==> src/rtl/cfgreg_pkg.sv <==
package cfgreg_pkg;

    localparam int IDX_W  = 32;
    localparam int HALF_W = 32;
    localparam int DATA_W = 64;

    typedef enum logic [1:0] {
        FLT_NONE = 2'd0,
        FLT_UD   = 2'd1,
        FLT_GP   = 2'd2
    } fault_e;

    typedef enum logic [1:0] {
        ST_IDLE  = 2'd0,
        ST_CHECK = 2'd1,
        ST_RESP  = 2'd2
    } seq_e;

    typedef struct packed {
        logic [IDX_W-1:0]  idx;
        logic [DATA_W-1:0] data;
        logic [1:0]        cpl;
        logic              real_m;
        logic              v86_m;
        logic              lock;
    } wreq_t;

    // Reserved-bit mask of a slot: even and odd slots differ.
    function automatic logic [DATA_W-1:0] rsvd_of(int slot);
        return (slot % 2 == 0) ? 64'hFF00_0000_0000_0000
                               : 64'h0000_0000_0000_0F00;
    endfunction

endpackage

==> src/rtl/cfgreg_check.sv <==
module cfgreg_check
    import cfgreg_pkg::*;
#(
    parameter int                 NUM_REGS   = 8,
    parameter logic [IDX_W-1:0]   BASE_IDX   = 32'h0000_0200,
    parameter logic [NUM_REGS-1:0] MTRR_SLOTS = 8'b0011_0000,
    localparam int                SLOT_W     = (NUM_REGS > 1) ? $clog2(NUM_REGS) : 1
) (
    input  wreq_t             req,
    output fault_e            fault,
    output logic [SLOT_W-1:0] slot,
    output logic              is_mtrr
);

    logic [IDX_W-1:0]  offset;
    logic              hit;
    logic [DATA_W-1:0] mask;
    logic              priv_ok;

    assign offset = req.idx - BASE_IDX;
    assign hit    = (req.idx >= BASE_IDX) && (offset < IDX_W'(NUM_REGS));
    assign slot   = offset[SLOT_W-1:0];

    always_comb begin
        mask = '0;
        for (int k = 0; k < NUM_REGS; k++) begin
            if (SLOT_W'(k) == slot) mask = rsvd_of(k);
        end
    end

    assign is_mtrr = hit && MTRR_SLOTS[slot];
    assign priv_ok = !req.v86_m && (req.real_m || req.cpl == 2'd0);

    // Fixed arbitration: lock, privilege/mode, index, reserved bits.
    always_comb begin
        if (req.lock)                    fault = FLT_UD;
        else if (!priv_ok)               fault = FLT_GP;
        else if (!hit)                   fault = FLT_GP;
        else if ((req.data & mask) != 0) fault = FLT_GP;
        else                             fault = FLT_NONE;
    end

endmodule

==> src/rtl/cfgreg_bank.sv <==
module cfgreg_bank
    import cfgreg_pkg::*;
#(
    parameter int  NUM_REGS = 8,
    localparam int SLOT_W   = (NUM_REGS > 1) ? $clog2(NUM_REGS) : 1
) (
    input  logic              clk,
    input  logic              rst,
    input  logic              we,
    input  logic [SLOT_W-1:0] wslot,
    input  logic [DATA_W-1:0] wdata,
    input  logic              rhit,
    input  logic [SLOT_W-1:0] rslot,
    output logic [DATA_W-1:0] rdata
);

    logic [DATA_W-1:0] regs [NUM_REGS];

    for (genvar g = 0; g < NUM_REGS; g++) begin : g_slot
        always_ff @(posedge clk) begin
            if (rst)                                regs[g] <= '0;
            else if (we && wslot == SLOT_W'(g))     regs[g] <= wdata;
        end

        // a slot never holds a reserved bit
        a_r8_no_rsvd_held: assert property (@(posedge clk) disable iff (rst)
            (regs[g] & rsvd_of(g)) == '0);

        // a slot changes only under a write enable
        a_r7_hold_without_we: assert property (@(posedge clk) disable iff (rst)
            !we |=> $stable(regs[g]));
    end

    always_comb begin
        rdata = '0;
        for (int k = 0; k < NUM_REGS; k++) begin
            if (rhit && rslot == SLOT_W'(k)) rdata = regs[k];
        end
    end

endmodule

==> src/rtl/cfgreg_seq.sv <==
module cfgreg_seq
    import cfgreg_pkg::*;
(
    input  logic   clk,
    input  logic   rst,
    input  logic   req_valid,
    input  wreq_t  req_in,
    input  fault_e fault_in,
    input  logic   mtrr_in,
    output logic   req_ready,
    output wreq_t  cap,
    output logic   we,
    output logic   done,
    output fault_e fault_out,
    output logic   tlb_pulse
);

    seq_e state;

    assign req_ready = (state == ST_IDLE);
    assign we        = (state == ST_CHECK) && (fault_in == FLT_NONE);

    always_ff @(posedge clk) begin
        if (rst) begin
            state     <= ST_IDLE;
            cap       <= '0;
            done      <= 1'b0;
            fault_out <= FLT_NONE;
            tlb_pulse <= 1'b0;
        end else begin
            case (state)
                ST_IDLE: begin
                    done      <= 1'b0;
                    tlb_pulse <= 1'b0;
                    if (req_valid) begin
                        cap   <= req_in;
                        state <= ST_CHECK;
                    end
                end
                ST_CHECK: begin
                    done      <= 1'b1;
                    fault_out <= fault_in;
                    tlb_pulse <= (fault_in == FLT_NONE) && mtrr_in;
                    state     <= ST_RESP;
                end
                default: begin
                    done      <= 1'b0;
                    fault_out <= FLT_NONE;
                    tlb_pulse <= 1'b0;
                    state     <= ST_IDLE;
                end
            endcase
        end
    end

    // input closes right after an accept
    a_r11_close_after_accept: assert property (@(posedge clk) disable iff (rst)
        (req_valid && req_ready) |=> !req_ready);

    // done only two edges after an accept
    a_r11_done_after_accept: assert property (@(posedge clk) disable iff (rst)
        done |-> $past(req_valid && req_ready, 2));

    // done lasts one cycle and reopens the input
    a_r11_done_single: assert property (@(posedge clk) disable iff (rst)
        done |=> (!done && req_ready));

    // invalidate only with a successful completion
    a_r10_tlb_on_success: assert property (@(posedge clk) disable iff (rst)
        tlb_pulse |-> (done && fault_out == FLT_NONE));

endmodule

==> src/rtl/cfgreg_wr_unit.sv <==
module cfgreg_wr_unit
    import cfgreg_pkg::*;
#(
    parameter int                  NUM_REGS   = 8,
    parameter logic [31:0]         BASE_IDX   = 32'h0000_0200,
    parameter logic [NUM_REGS-1:0] MTRR_SLOTS = 8'b0011_0000
) (
    input  logic        clk,
    input  logic        rst,
    input  logic        req_valid,
    output logic        req_ready,
    input  logic [63:0] req_index,
    input  logic [63:0] req_data_hi,
    input  logic [63:0] req_data_lo,
    input  logic [1:0]  req_cpl,
    input  logic        req_real,
    input  logic        req_v86,
    input  logic        req_lock,
    output logic        done,
    output logic [1:0]  fault_code,
    output logic        tlb_inval,
    output logic        tlb_global,
    input  logic [31:0] rd_index,
    output logic [63:0] rd_data
);

    localparam int SLOT_W = (NUM_REGS > 1) ? $clog2(NUM_REGS) : 1;

    wreq_t             req_in, cap;
    fault_e            fault_c, fault_q;
    logic [SLOT_W-1:0] wslot, rslot;
    logic              mtrr_c, we, tlb_q, rhit;
    logic [IDX_W-1:0]  roff;

    // Upper operand halves are dropped here.
    assign req_in = '{idx:    req_index[IDX_W-1:0],
                      data:   {req_data_hi[HALF_W-1:0], req_data_lo[HALF_W-1:0]},
                      cpl:    req_cpl,
                      real_m: req_real,
                      v86_m:  req_v86,
                      lock:   req_lock};

    cfgreg_seq u_seq (
        .clk       (clk),
        .rst       (rst),
        .req_valid (req_valid),
        .req_in    (req_in),
        .fault_in  (fault_c),
        .mtrr_in   (mtrr_c),
        .req_ready (req_ready),
        .cap       (cap),
        .we        (we),
        .done      (done),
        .fault_out (fault_q),
        .tlb_pulse (tlb_q)
    );

    cfgreg_check #(
        .NUM_REGS   (NUM_REGS),
        .BASE_IDX   (BASE_IDX),
        .MTRR_SLOTS (MTRR_SLOTS)
    ) u_check (
        .req     (cap),
        .fault   (fault_c),
        .slot    (wslot),
        .is_mtrr (mtrr_c)
    );

    assign roff  = rd_index - BASE_IDX;
    assign rhit  = (rd_index >= BASE_IDX) && (roff < IDX_W'(NUM_REGS));
    assign rslot = roff[SLOT_W-1:0];

    cfgreg_bank #(
        .NUM_REGS (NUM_REGS)
    ) u_bank (
        .clk   (clk),
        .rst   (rst),
        .we    (we),
        .wslot (wslot),
        .wdata (cap.data),
        .rhit  (rhit),
        .rslot (rslot),
        .rdata (rd_data)
    );

    assign fault_code = fault_q;
    assign tlb_inval  = tlb_q;
    assign tlb_global = tlb_q;

    // a fault code is only reported alongside done
    a_r9_fault_with_done: assert property (@(posedge clk) disable iff (rst)
        (fault_code != 2'd0) |-> done);

endmodule

==> config.mk <==
export PLATFORM = sky130hd
export DESIGN_NAME = cfgreg_wr_unit
export DESIGN_NICKNAME = d
export VERILOG_FILES = /design/src/rtl/cfgreg_pkg.sv /design/src/rtl/cfgreg_check.sv /design/src/rtl/cfgreg_bank.sv /design/src/rtl/cfgreg_seq.sv /design/src/rtl/cfgreg_wr_unit.sv
export SDC_FILE = /design/constraint.sdc
export NUM_CORES = 1
export LEC_CHECK = 0
export CORE_MARGIN = 8
export CORE_UTILIZATION = 35
export DETAILED_ROUTE_END_ITERATION = 8
export DONT_BUFFER_PORTS = 1
export SYNTH_ARGS = -nofsm -noshare
export SYNTH_HDL_FRONTEND = slang
export SYNTH_SLANG_ARGS = --single-unit
==> constraint.sdc <==
create_clock -name clk -period 9.6 [get_ports clk]
set_input_delay 0.96 -clock clk [delete_from_list [all_inputs] [get_ports clk]]
set_output_delay 0.96 -clock clk [all_outputs]
set_load 0.05 [all_outputs]
==> results of run 1 <==
-- sequential cells by signal, summed over array words and instances (netlist names) --
signal	flops
u_bank.regs	512
u_seq.cap	101
u_seq.fault_out	2
u_seq.state	2
u_seq.done	1
u_seq.tlb_pulse	1
-- routing by layer --
| metal | vias up | track usage (%) |
|---|---|---|
| met5 | - | 0.740 |
| met4 | 2 | 7.36 |
| met3 | 195 | 4.41 |
| met2 | 1160 | 31.3 |
| met1 | 11100 | 25.5 |
| li1 | 10000 | - |
-- cells by family (layout without fill, tap and decap cells) --
family	count (synthesis)	after routing	share of synthesized area, %
adder cells (fa/ha/maj)	2	2	0.0857
buffers and inverters	316	182	4.47
AND/OR/NAND/NOR	1214	1214	21.0
flip-flops	619	619	60.0
AO/OA/AOI/OAI	415	415	9.57
multiplexers	99	99	4.73
other	1	49	0.0128
XOR/XNOR	3	3	0.0900
-- metrics by stage --
stage | instances | setup slack, ns | area (µm²) | utilization [%]
after CTS | 3662 | 4.20 | 32500 | 39.0
after global placement | 3551 | 4.22 | 30500 | 36.6
after floorplan | 2716 | 2.49 | 29400 | -
final | 3663 | 4.23 | 32500 | 39.0
after detailed placement | 3551 | 4.21 | 30500 | 36.6
after global routing | 3662 | 4.01 | 32500 | 39.0
-- cell type report --
cell class | count | share of cell area (%)
flip-flops and latches | 619 | 54.0
repair buffers | 62 | 1.52
multi-input cells | 1781 | 34.1
clock buffers | 77 | 5.08
well taps | 1080 | 4.16
inverters | 9 | 0.104
diodes | 1 | 0.00771
clock inverters | 34 | 1.03
-- where the power goes --
part | leakage, nW | internal [mW] | total, mW | switching [mW]
registers | 6.15 | 3.00 | 3.05 | 0.0478
clock network | 0.996 | 1.37 | 2.40 | 1.03
logic | 2.52 | 0.143 | 0.626 | 0.483
-- worst max-delay path: cells and delay by family --
family / cells / cell delay [ns]
AO/OA/AOI/OAI: 2 / 1.66
adder cells (fa/ha/maj): 1 / 0.28
buffers and inverters: 2 / 0.65
AND/OR/NAND/NOR: 2 / 0.63
XOR/XNOR: 1 / 0.15
-- Yosys cell counts, drive strengths merged, types with 3 or more instances --
| master | number |
|---|---|
| a211oi | 16 |
| a21oi | 160 |
| a221o | 30 |
| a221oi | 16 |
| a222oi | 16 |
| a22oi | 40 |
| and2 | 4 |
| buf | 73 |
| clkbuf | 234 |
| dfxtp | 107 |
| edfxtp | 512 |
| inv | 9 |
| mux2 | 52 |
| mux2i | 21 |
| mux4 | 26 |
| nand2 | 528 |
| nand2b | 6 |
| nand3 | 12 |
| nand3b | 5 |
| nand4 | 5 |
| nor2 | 36 |
| nor2b | 70 |
| nor3 | 56 |
| nor3b | 3 |
| nor4 | 480 |
| o2111ai | 3 |
| o21ai | 53 |
| o221ai | 25 |
| o22ai | 22 |
| o2bb2ai | 14 |
| o31ai | 9 |
| or3 | 3 |
-- how the worst max path moves through the flow --
stage,startpoint,to,slack (ns),cells after the start
final,rd_index[9],rd_data[23],4.23,8
after global placement,rd_index[9],rd_data[23],4.22,8
after floorplan,u_seq.cap[78],u_bank.regs[0][0],2.49,7
after CTS,rd_index[9],rd_data[23],4.20,8
after global routing,rd_index[9],rd_data[29],4.01,8
after detailed placement,rd_index[9],rd_data[23],4.21,8
==> impl_metrics.toml, run 1 <==
[outcome]
outcome = "finished clean"

[setup_path]
cp_cell_sequence = "inv_1 > ha_1 > xnor2_1 > nand4_1 > nor4_1 > o2111ai_4 > buf_4 > a211oi_2"
setup.worst_path.end_class = "output pin"
reg2reg_from = "u_seq.cap[78]"
r2r_slack_ns = 5.06
r2r_end = "u_bank.regs[1][38]"
ff2ff_path_depth = 8
path_class = "in -> out"
crit_fanout = 44
critPathLaunchType = "input port"
cpMaxStageDelayCell = "a211oi_2"
worst_path_largest_cell_delay_ns = 1.03
cp.required_ns = 8.64
cp.arrival_ns = 4.41

[global_routing]
first_global_vias = 22300
grt_pass1_wl_um = 140000
antenna_found_initial = 1
grtUsageTotal_pct = 19.5
grt-ovfl-total = 0
grt_max_degree = 241

[final_layout]
fillerInstances = 7822
syn2layout_area_growth_pct = 11.2
multiInputGateArea_um2 = 11100
regArea_um2 = 17500
drive_gt1_share_pct = 13.0
final_cell_mix = "nand2_1, edfxtp_1, nor4_1"
fin_nets = 2766
layout_commonest_cell = "nand2_1"

[die]
die_h_um = 305
core_area_um2 = 83200
die_area_um2 = 92900
start_util_pct = 35.1
rows = 106
die_w_um = 305
ios = 302

[sta]
period_share_pct = 56.0
setup_viol = 0
relSlewSlack_pct = 14.2
holdWs_ns = 0.419
post-route-min-period_ns = 5.37
slew_violations = 0
finalHoldViolations = 0
worst_pin_slew_ns = 1.29
rsz0062_at_grt = "false"
skew_ns = 0.0266
fmax_mhz = 186
tns_ns = 0

[flow_run]
drv_cap = 0

[cts]
tritoncts = "done"
cts_hold_buf = 0
ctsHtreeMaxLevel = 2
numCtsBuffers = 59
cts-root-buf = "clkbuf_16"
clkSlewWorstSetupHoldPaths_ns = 0.06
cts_resized = 0
cts_max_path_buffers = 3
clock_sinks = 619
clock_latency_ns = 0.64
post_cts_buffers = 0

[yosys]
syn_avg_cell_area_um2 = 10.9
synth_area_leaders = "edfxtp_1, nor4_1, dfxtp_1, nand2_1, clkbuf_1"
synthArstFlopShare_pct = 0
yosysSeqAreaShare_pct = 60.0
yosysTopAreaCell = "edfxtp_1"
synth_ff_type = "edfxtp_1"
synth_edf_count = 512
synth_cell_types = 57
synth_top_area_share_pct = 52.7
ys_warn_count = 0
synth-seq-cells = 619
synth_cells = 2669
syn-cell-area_um2 = 29200

[min_path]
hold_end = "u_seq.cap[39]"
hp-start = "rst"
hold_depth = 1
hp-class = "in -> reg"

[power]
power_mw = 6.08
vdd_drop_max_mv = 0.141
leakage_nw = 9.66
powerDensity_nw_per_um2 = 187

[place]
portBuffers = 0
place.gp.congestion = 0.767
detailed_place_hpwl_um = 51400

[detailed_routing]
initialDrtViolationCount = 2178
highest_layer = "met5"
wirelength_um = 95100
vias_per_cell = 6.14
dr.pass1.iters = 6
met1_length_um = 38500
vias = 22500
ant_nets = 0
wl_per_cell_um = 26.0
wl_met2_um = 44200
drc_errors = 0
met3WireLength_um = 8990
No activity file was read; power rests on OpenSTA's default activity.
==> inputs of run 2 (changes only) <==
Settings changed: ABC_AREA set to 1.
Clock period 9.6 ns to 4.6 ns, I/O delays scaled along.
==> run 2 against run 1 <==
Routed wire length down 18%; sequential share of layout area up 1.0 points; synthesized cell count up 6.3%; die area down 6.1%; power up 100%; clock skew down 0.0049 ns; clock-buffer cell count up 15; combinational power up 4.5%; via count down 9.4%; non-clock buffer count up 78; sequential power up 110%.
==> impl_metrics.toml, run 2 <==
[sta]
post-route-min-period_ns = 4.23
finalHoldViolations = 0
fmax_mhz = 237
worst_pin_slew_ns = 0.995
period_share_pct = 91.9
tns_ns = 0
relSlewSlack_pct = 33.6
rsz0062_at_grt = "false"
setup_viol = 0
slew_violations = 0
layout_setup_ws_ns = 0.373
skew_ns = 0.0217

[setup_path]
crit_family = "simple AND/OR/NAND/NOR gates"
r2r_slack_ns = 0.61
crit_top_cell = "nand2_1"
setup.worst_path.end_class = "output pin"
cp_cell_sequence = "inv_1 > ha_1 > nand2_2 > nor2_4 > nand3_1 > nand2_1 > nand2_1 > nor2_1 > nand3_1 > nor2_4 > nand2_2 > nor3_4 > buf_4 > a21oi_1 > nand2_1 > o21ai_0 > a21o_1 > a21oi_1 > buf_4"
critPathLaunchType = "input port"
cpMaxStageDelayCell = "buf_4"
cp.arrival_ns = 3.77
ff2ff_path_depth = 16
reg2reg_from = "u_seq.cap[78]"
worst_path_largest_cell_delay_ns = 0.32
r2r_end = "u_bank.regs[0][151]"
path_class = "in -> out"
crit_fanout = 14
cp.required_ns = 4.14
crit_buf_inv = 3

[detailed_routing]
ant_nets = 0
vias = 20400
initialDrtViolationCount = 1477
wirelength_um = 78400
dr.pass1.iters = 6
drc_errors = 0
wl_per_cell_um = 19.5
vias_per_cell = 5.08

[yosys]
synthArstFlopShare_pct = 0
ys_warn_count = 0
synth_most_common_cell = "nor2_1"
ys_top_cells_by_count = "nor2_1, edfxtp_1, nand2_1"
synth_cells = 2837
synth_edf_count = 512
synth_ff_type = "edfxtp_1"
syn-cell-area_um2 = 27300
synth_area_leaders = "edfxtp_1, nor2_1, dfxtp_1, nand2_1, a21oi_1"
yosysSeqAreaShare_pct = 64.1
synth_cell_types = 41
synth-seq-cells = 619
syn_avg_cell_area_um2 = 9.63
yosysTopAreaCell = "edfxtp_1"
synth_top_area_share_pct = 56.3

[place]
placed_area_um2 = 29600
detailed_place_hpwl_um = 48600
dpl_worst_slack_ns = 0.333
place.gp.congestion = 0.856
portBuffers = 0

[power]
powerDensity_nw_per_um2 = 388
leakage_nw = 12.0
power.switching_mw = 2.81
vdd_drop_max_mv = 0.307
power_frac_comb_pct = 5.3
power_mw = 12.4
sequentialPowerShare_pct = 51.5
pwr-share-clk_pct = 43.2
p_int_mw = 9.57
switching_share_pct = 22.7

[final_layout]
layout_commonest_cell = "nor2_1"
fin_nets = 3156
fillerInstances = 7564
drive_gt1_share_pct = 9.92
final_cell_mix = "nor2_1, edfxtp_1, nand2_1"
fin_area_um2 = 31900
regMostFlops = "u_bank.regs"
reg.largest.list = "u_bank.regs: 512 flops, u_seq.cap: 101 flops"
largest_reg_flops = 512
fin_util_pct = 41.2
syn2layout_area_growth_pct = 16.7

[cts]
clock_latency_ns = 0.60
numCtsBuffers = 66
post_cts_buffers = 0
clock_sinks = 619
cts_max_path_buffers = 3
cts-root-buf = "clkbuf_16"
tritoncts = "done"
ctsHtreeMaxLevel = 3
clkSlewWorstSetupHoldPaths_ns = 0.06

[min_path]
hold_end = "u_seq.cap[94]"
hp-start = "req_index[25]"
hp-class = "in -> reg"
hold_depth = 2

[die]
die_h_um = 295
start_util_pct = 35.3
rows = 102
core_area_um2 = 77300
die_w_um = 295
ios = 302
die_area_um2 = 87200

[global_routing]
grtUsageMet2_pct = 29.4
grt_pass1_wl_um = 119000
grt.met3_usage_pct = 3.35
busiest_layer = "met2"
antenna_found_initial = 4
first_global_vias = 19900
grtUsageMet1_pct = 23.4
grtUsageTotal_pct = 17.6
grt-ovfl-total = 0
grt_max_degree = 91

[flow_run]
drv_cap = 0

[outcome]
outcome = "finished clean"
run 2: power by group through the flow:
stage	clock [mW]	combinational [mW]	sequential, mW
global placement	0	0.648	6.49
CTS	5.44	0.661	6.38
detailed placement	0	0.656	6.49
finish	5.34	0.654	6.38
global route	5.65	0.733	6.40
floorplan	0	0.423	6.49
run 2: cell type report:
type / count / area, µm² / area share (%)
Antenna cell: 2 / 5.00 / 0.0157
Clock buffer: 92 / 1900 / 5.95
Clock inverter: 29 / 284 / 0.892
Inverter: 153 / 582 / 1.83
Multi-Input combinational cell: 1940 / 8860 / 27.8
Sequential cell: 619 / 17500 / 55.0
Tap cell: 1040 / 1300 / 4.08
Timing Repair Buffer: 140 / 1410 / 4.43
run 2: worst max path at each step:
stage	end	start	cells after the start	slack [ns]
5_1_grt	rd_data[51]	rd_index[10]	21	0.01
3_5_place_dp	rd_data[63]	rd_index[10]	18	0.33
3_3_place_gp	rd_data[18]	rd_index[10]	21	0.37
6_report	rd_data[51]	rd_index[10]	19	0.37
2_1_floorplan	u_bank.regs[0][128]	u_seq.cap[78]	15	-0.97
4_1_cts	rd_data[63]	rd_index[10]	18	0.32
run 2: kinds of logic after synthesis:
kind of cell,share of synthesized area (%)
buffers and inverters,4.66
adder cells (fa/ha/maj),0.183
flip-flops,64.1
AND/OR/NAND/NOR,21.4
XOR/XNOR,0.385
other,0.0137
AO/OA/AOI/OAI,9.17
run 2: per-stage QoR:
step / std cells / hold WS (ns)
4_1_cts: 4013 / 0.00134
2_1_floorplan: 2884 / 0.445
5_1_grt: 4013 / 0.0335
3_5_place_dp: 3888 / 0.468
6_report: 4015 / 0.0402
3_3_place_gp: 3888 / 0.459
run 2: timing repair:
| action | CTS | global route |
|---|---|---|
| resized for setup | 0 | 3 |
| hold buffers | 4 | 0 |
| setup endpoints to repair | 0 | 2 |
| hold endpoints to repair | 7 | 0 |
run 2: per-layer routing:
metal | vias up | part of all wire, %
li1 | 9782 | -
met1 | 9825 | 44
met2 | 657 | 47
met3 | 114 | 7.6
met4 | 0 | 1.9
met5 | - | 0
==> inputs of run 3 (changes only) <==
Settings changed: CORE_UTILIZATION 35 to 45, RECOVER_POWER set to 50.
==> run 3 against run 2 <==
The run now ends with capacitance limit, slew limit left; worst hold slack improved by 0.0064 ns; flip-flop and latch count did not move; clock power rose by 1%; routed wire length barely moved; combinational power fell by 1%; power rose by 0.45%; setup slack got worse by 0.019 ns; die area fell by 21%.
==> impl_metrics.toml, run 3 (same netlist as run 2, synthesis figures left out) <==
[sta]
slew_violations = 53
rsz0062_at_grt = "true"
setup_viol = 0
fmax_mhz = 236
period_share_pct = 92.3
worst_pin_slew_ns = 1.79
post-route-min-period_ns = 4.25
finalHoldViolations = 0
skew_ns = 0.0185
relSlewSlack_pct = -19.8

[power]
power_mw = 12.4
powerDensity_nw_per_um2 = 397
vdd_drop_max_mv = 0.311
leakage_nw = 12.0

[detailed_routing]
wirelength_um = 78500
vias_per_cell = 5.46
vias = 20500
dr.pass1.iters = 5
initialDrtViolationCount = 1833
ant_nets = 0
wl_per_cell_um = 20.9
drc_errors = 0

[setup_path]
cp.arrival_ns = 4.52
cpMaxStageDelayCell = "nand2_2"
crit_family = "simple AND/OR/NAND/NOR gates"
setup.worst_path.end_class = "register"
cp_cell_sequence = "inv_1 > ha_1 > nand3_1 > nor2_1 > nand4_1 > nor4_1 > nand2_1 > xor2_1 > nand2_1 > nor2_1 > nand3_1 > nor3_1 > clkbuf_1 > nand2_1 > nand2_2 > buf_12"
r2r_end = "u_bank.regs[1][222]"
path_class = "reg -> reg"
ff2ff_path_depth = 16
worst_path_largest_cell_delay_ns = 0.43
cp.required_ns = 4.87
reg2reg_from = "u_seq.cap[79]"
critPathLaunchType = "register"
crit_buf_inv = 3
r2r_slack_ns = 0.35
crit_cells = 16
crit_fanout = 26
crit_top_cell = "nand2_1"

[place]
place.gp.congestion = 0.819
portBuffers = 0
dp_cells = 3633
detailed_place_hpwl_um = 48400

[final_layout]
regMostFlops = "u_bank.regs"
drive_gt1_share_pct = 9.51
stdcell_count = 3758
syn2layout_area_growth_pct = 14.8
layout_commonest_cell = "nor2_1"
reg.largest.list = "u_bank.regs: 512 flops, u_seq.cap: 101 flops"
fin_nets = 3159
fillerInstances = 5430
final_cell_mix = "nor2_1, edfxtp_1, nand2_1"
largest_reg_flops = 512

[die]
rows = 90
start_util_pct = 45.4
core_area_um2 = 60100
die_h_um = 262
ios = 302
die_w_um = 262
die_area_um2 = 68800

[flow_run]
drv_cap = 1

[global_routing]
grt_max_degree = 111
grtUsageTotal_pct = 22.3
first_global_vias = 20300
grt_pass1_wl_um = 120000
antenna_found_initial = 2
grt-ovfl-total = 0

[cts]
clock_latency_ns = 0.60
clkSlewWorstSetupHoldPaths_ns = 0.06
tritoncts = "done"
clock_sinks = 619
cts-root-buf = "clkbuf_16"
ctsHtreeMaxLevel = 3
cts_max_path_buffers = 3
numCtsBuffers = 69

[outcome]
outcome = "complete, but fails checks"
violations = "capacitance limit, slew limit"

[min_path]
hold_depth = 2
hold_end = "u_seq.cap[70]"
hp-start = "req_index[1]"
hp-class = "in -> reg"
==> run 3: cell types whose count changed in the layout (fill, tap and decap cells not counted), moves of 3 or more <==
cell           delta
nand2_2           +3
buf_4             -4
clkbuf_2          +7
buf_12           -10
dlygate4sd3_1     -3
clkbuf_1         +14
clkbuf_16         +3
clkinv_2          -6
nand2_4           -4
clkbuf_4          +3
==> run 3: per-stage QoR <==
stage | utilization, % | instance area (µm²) | worst slack, ns | setup TNS (ns) | hold slack [ns]
6_report | 52.1 | 31300 | 0.354 | 0 | 0.0466
5_1_grt | 52.1 | 31300 | -0.0633 | -0.324 | 0.0454
4_1_cts | 52.2 | 31400 | 0.269 | 0 | 0.0121
3_5_place_dp | 48.5 | 29200 | 0.275 | 0 | 0.478
3_3_place_gp | 48.5 | 29200 | 0.299 | 0 | 0.460
2_1_floorplan | - | 27500 | -0.966 | -123.61 | 0.445
==> run 3: how the worst max path moves through the flow <==
stage,endpoint,slack [ns],from
after floorplan,u_bank.regs[0][128],-0.97,u_seq.cap[78]
after global placement,rd_data[51],0.30,rd_index[10]
after detailed placement,rd_data[51],0.28,rd_index[10]
after CTS,rd_data[51],0.27,rd_index[10]
after global routing,rd_data[42],-0.06,rd_index[10]
final,u_bank.regs[1][222],0.35,u_seq.cap[79]
==> run 3: power breakdown <==
part	total [mW]	leakage [nW]	switching (mW)	internal, mW
logic	0.645	4.76	0.503	0.142
registers	6.38	6.15	0.0909	6.29
clock network	5.40	1.07	2.17	3.23
total	12.4	12.0	2.77	9.66
==> run 3: routing by layer <==
layer,up-vias,wire (µm),GRT usage (%)
met3,106,5330,3.84
met2,687,38300,38.4
met5,-,22,0
met1,9950,33400,28.9
met4,4,1420,5.77
li1,9780,-,-
==> run 3: area by class of cell <==
cell class | count | area [µm²] | area share [%]
clock buffers | 105 | 2010 | 6.40
clock inverters | 18 | 189 | 0.603
inverters | 153 | 579 | 1.85
diodes | 1 | 2.50 | 0.00798
well taps | 782 | 978 | 3.12
repair buffers | 140 | 1250 | 3.98
flip-flops and latches | 619 | 17500 | 55.9
multi-input cells | 1940 | 8820 | 28.1
==> run 3: worst reg2reg max path, stage by stage (launching register included) <==
cell      delay (ns)
dfxtp_1         0.30
inv_1           0.16
ha_1            0.28
nand3_1         0.14
nor2_1          0.38
nand4_1         0.20
nor4_1          0.33
nand2_1         0.11
xor2_1          0.18
nand2_1         0.09
nor2_1          0.10
nand3_1         0.16
nor3_1          0.18
clkbuf_1        0.42
nand2_1         0.13
nand2_2         0.43
buf_12          0.31
==> run 3: timing repair <==
item                       4_1_cts  5_1_grt
setup buffers                    0        0
gates resized for setup          0        5
setup endpoints to repair        0       10
hold buffers                     1        0
hold endpoints to repair         4        0
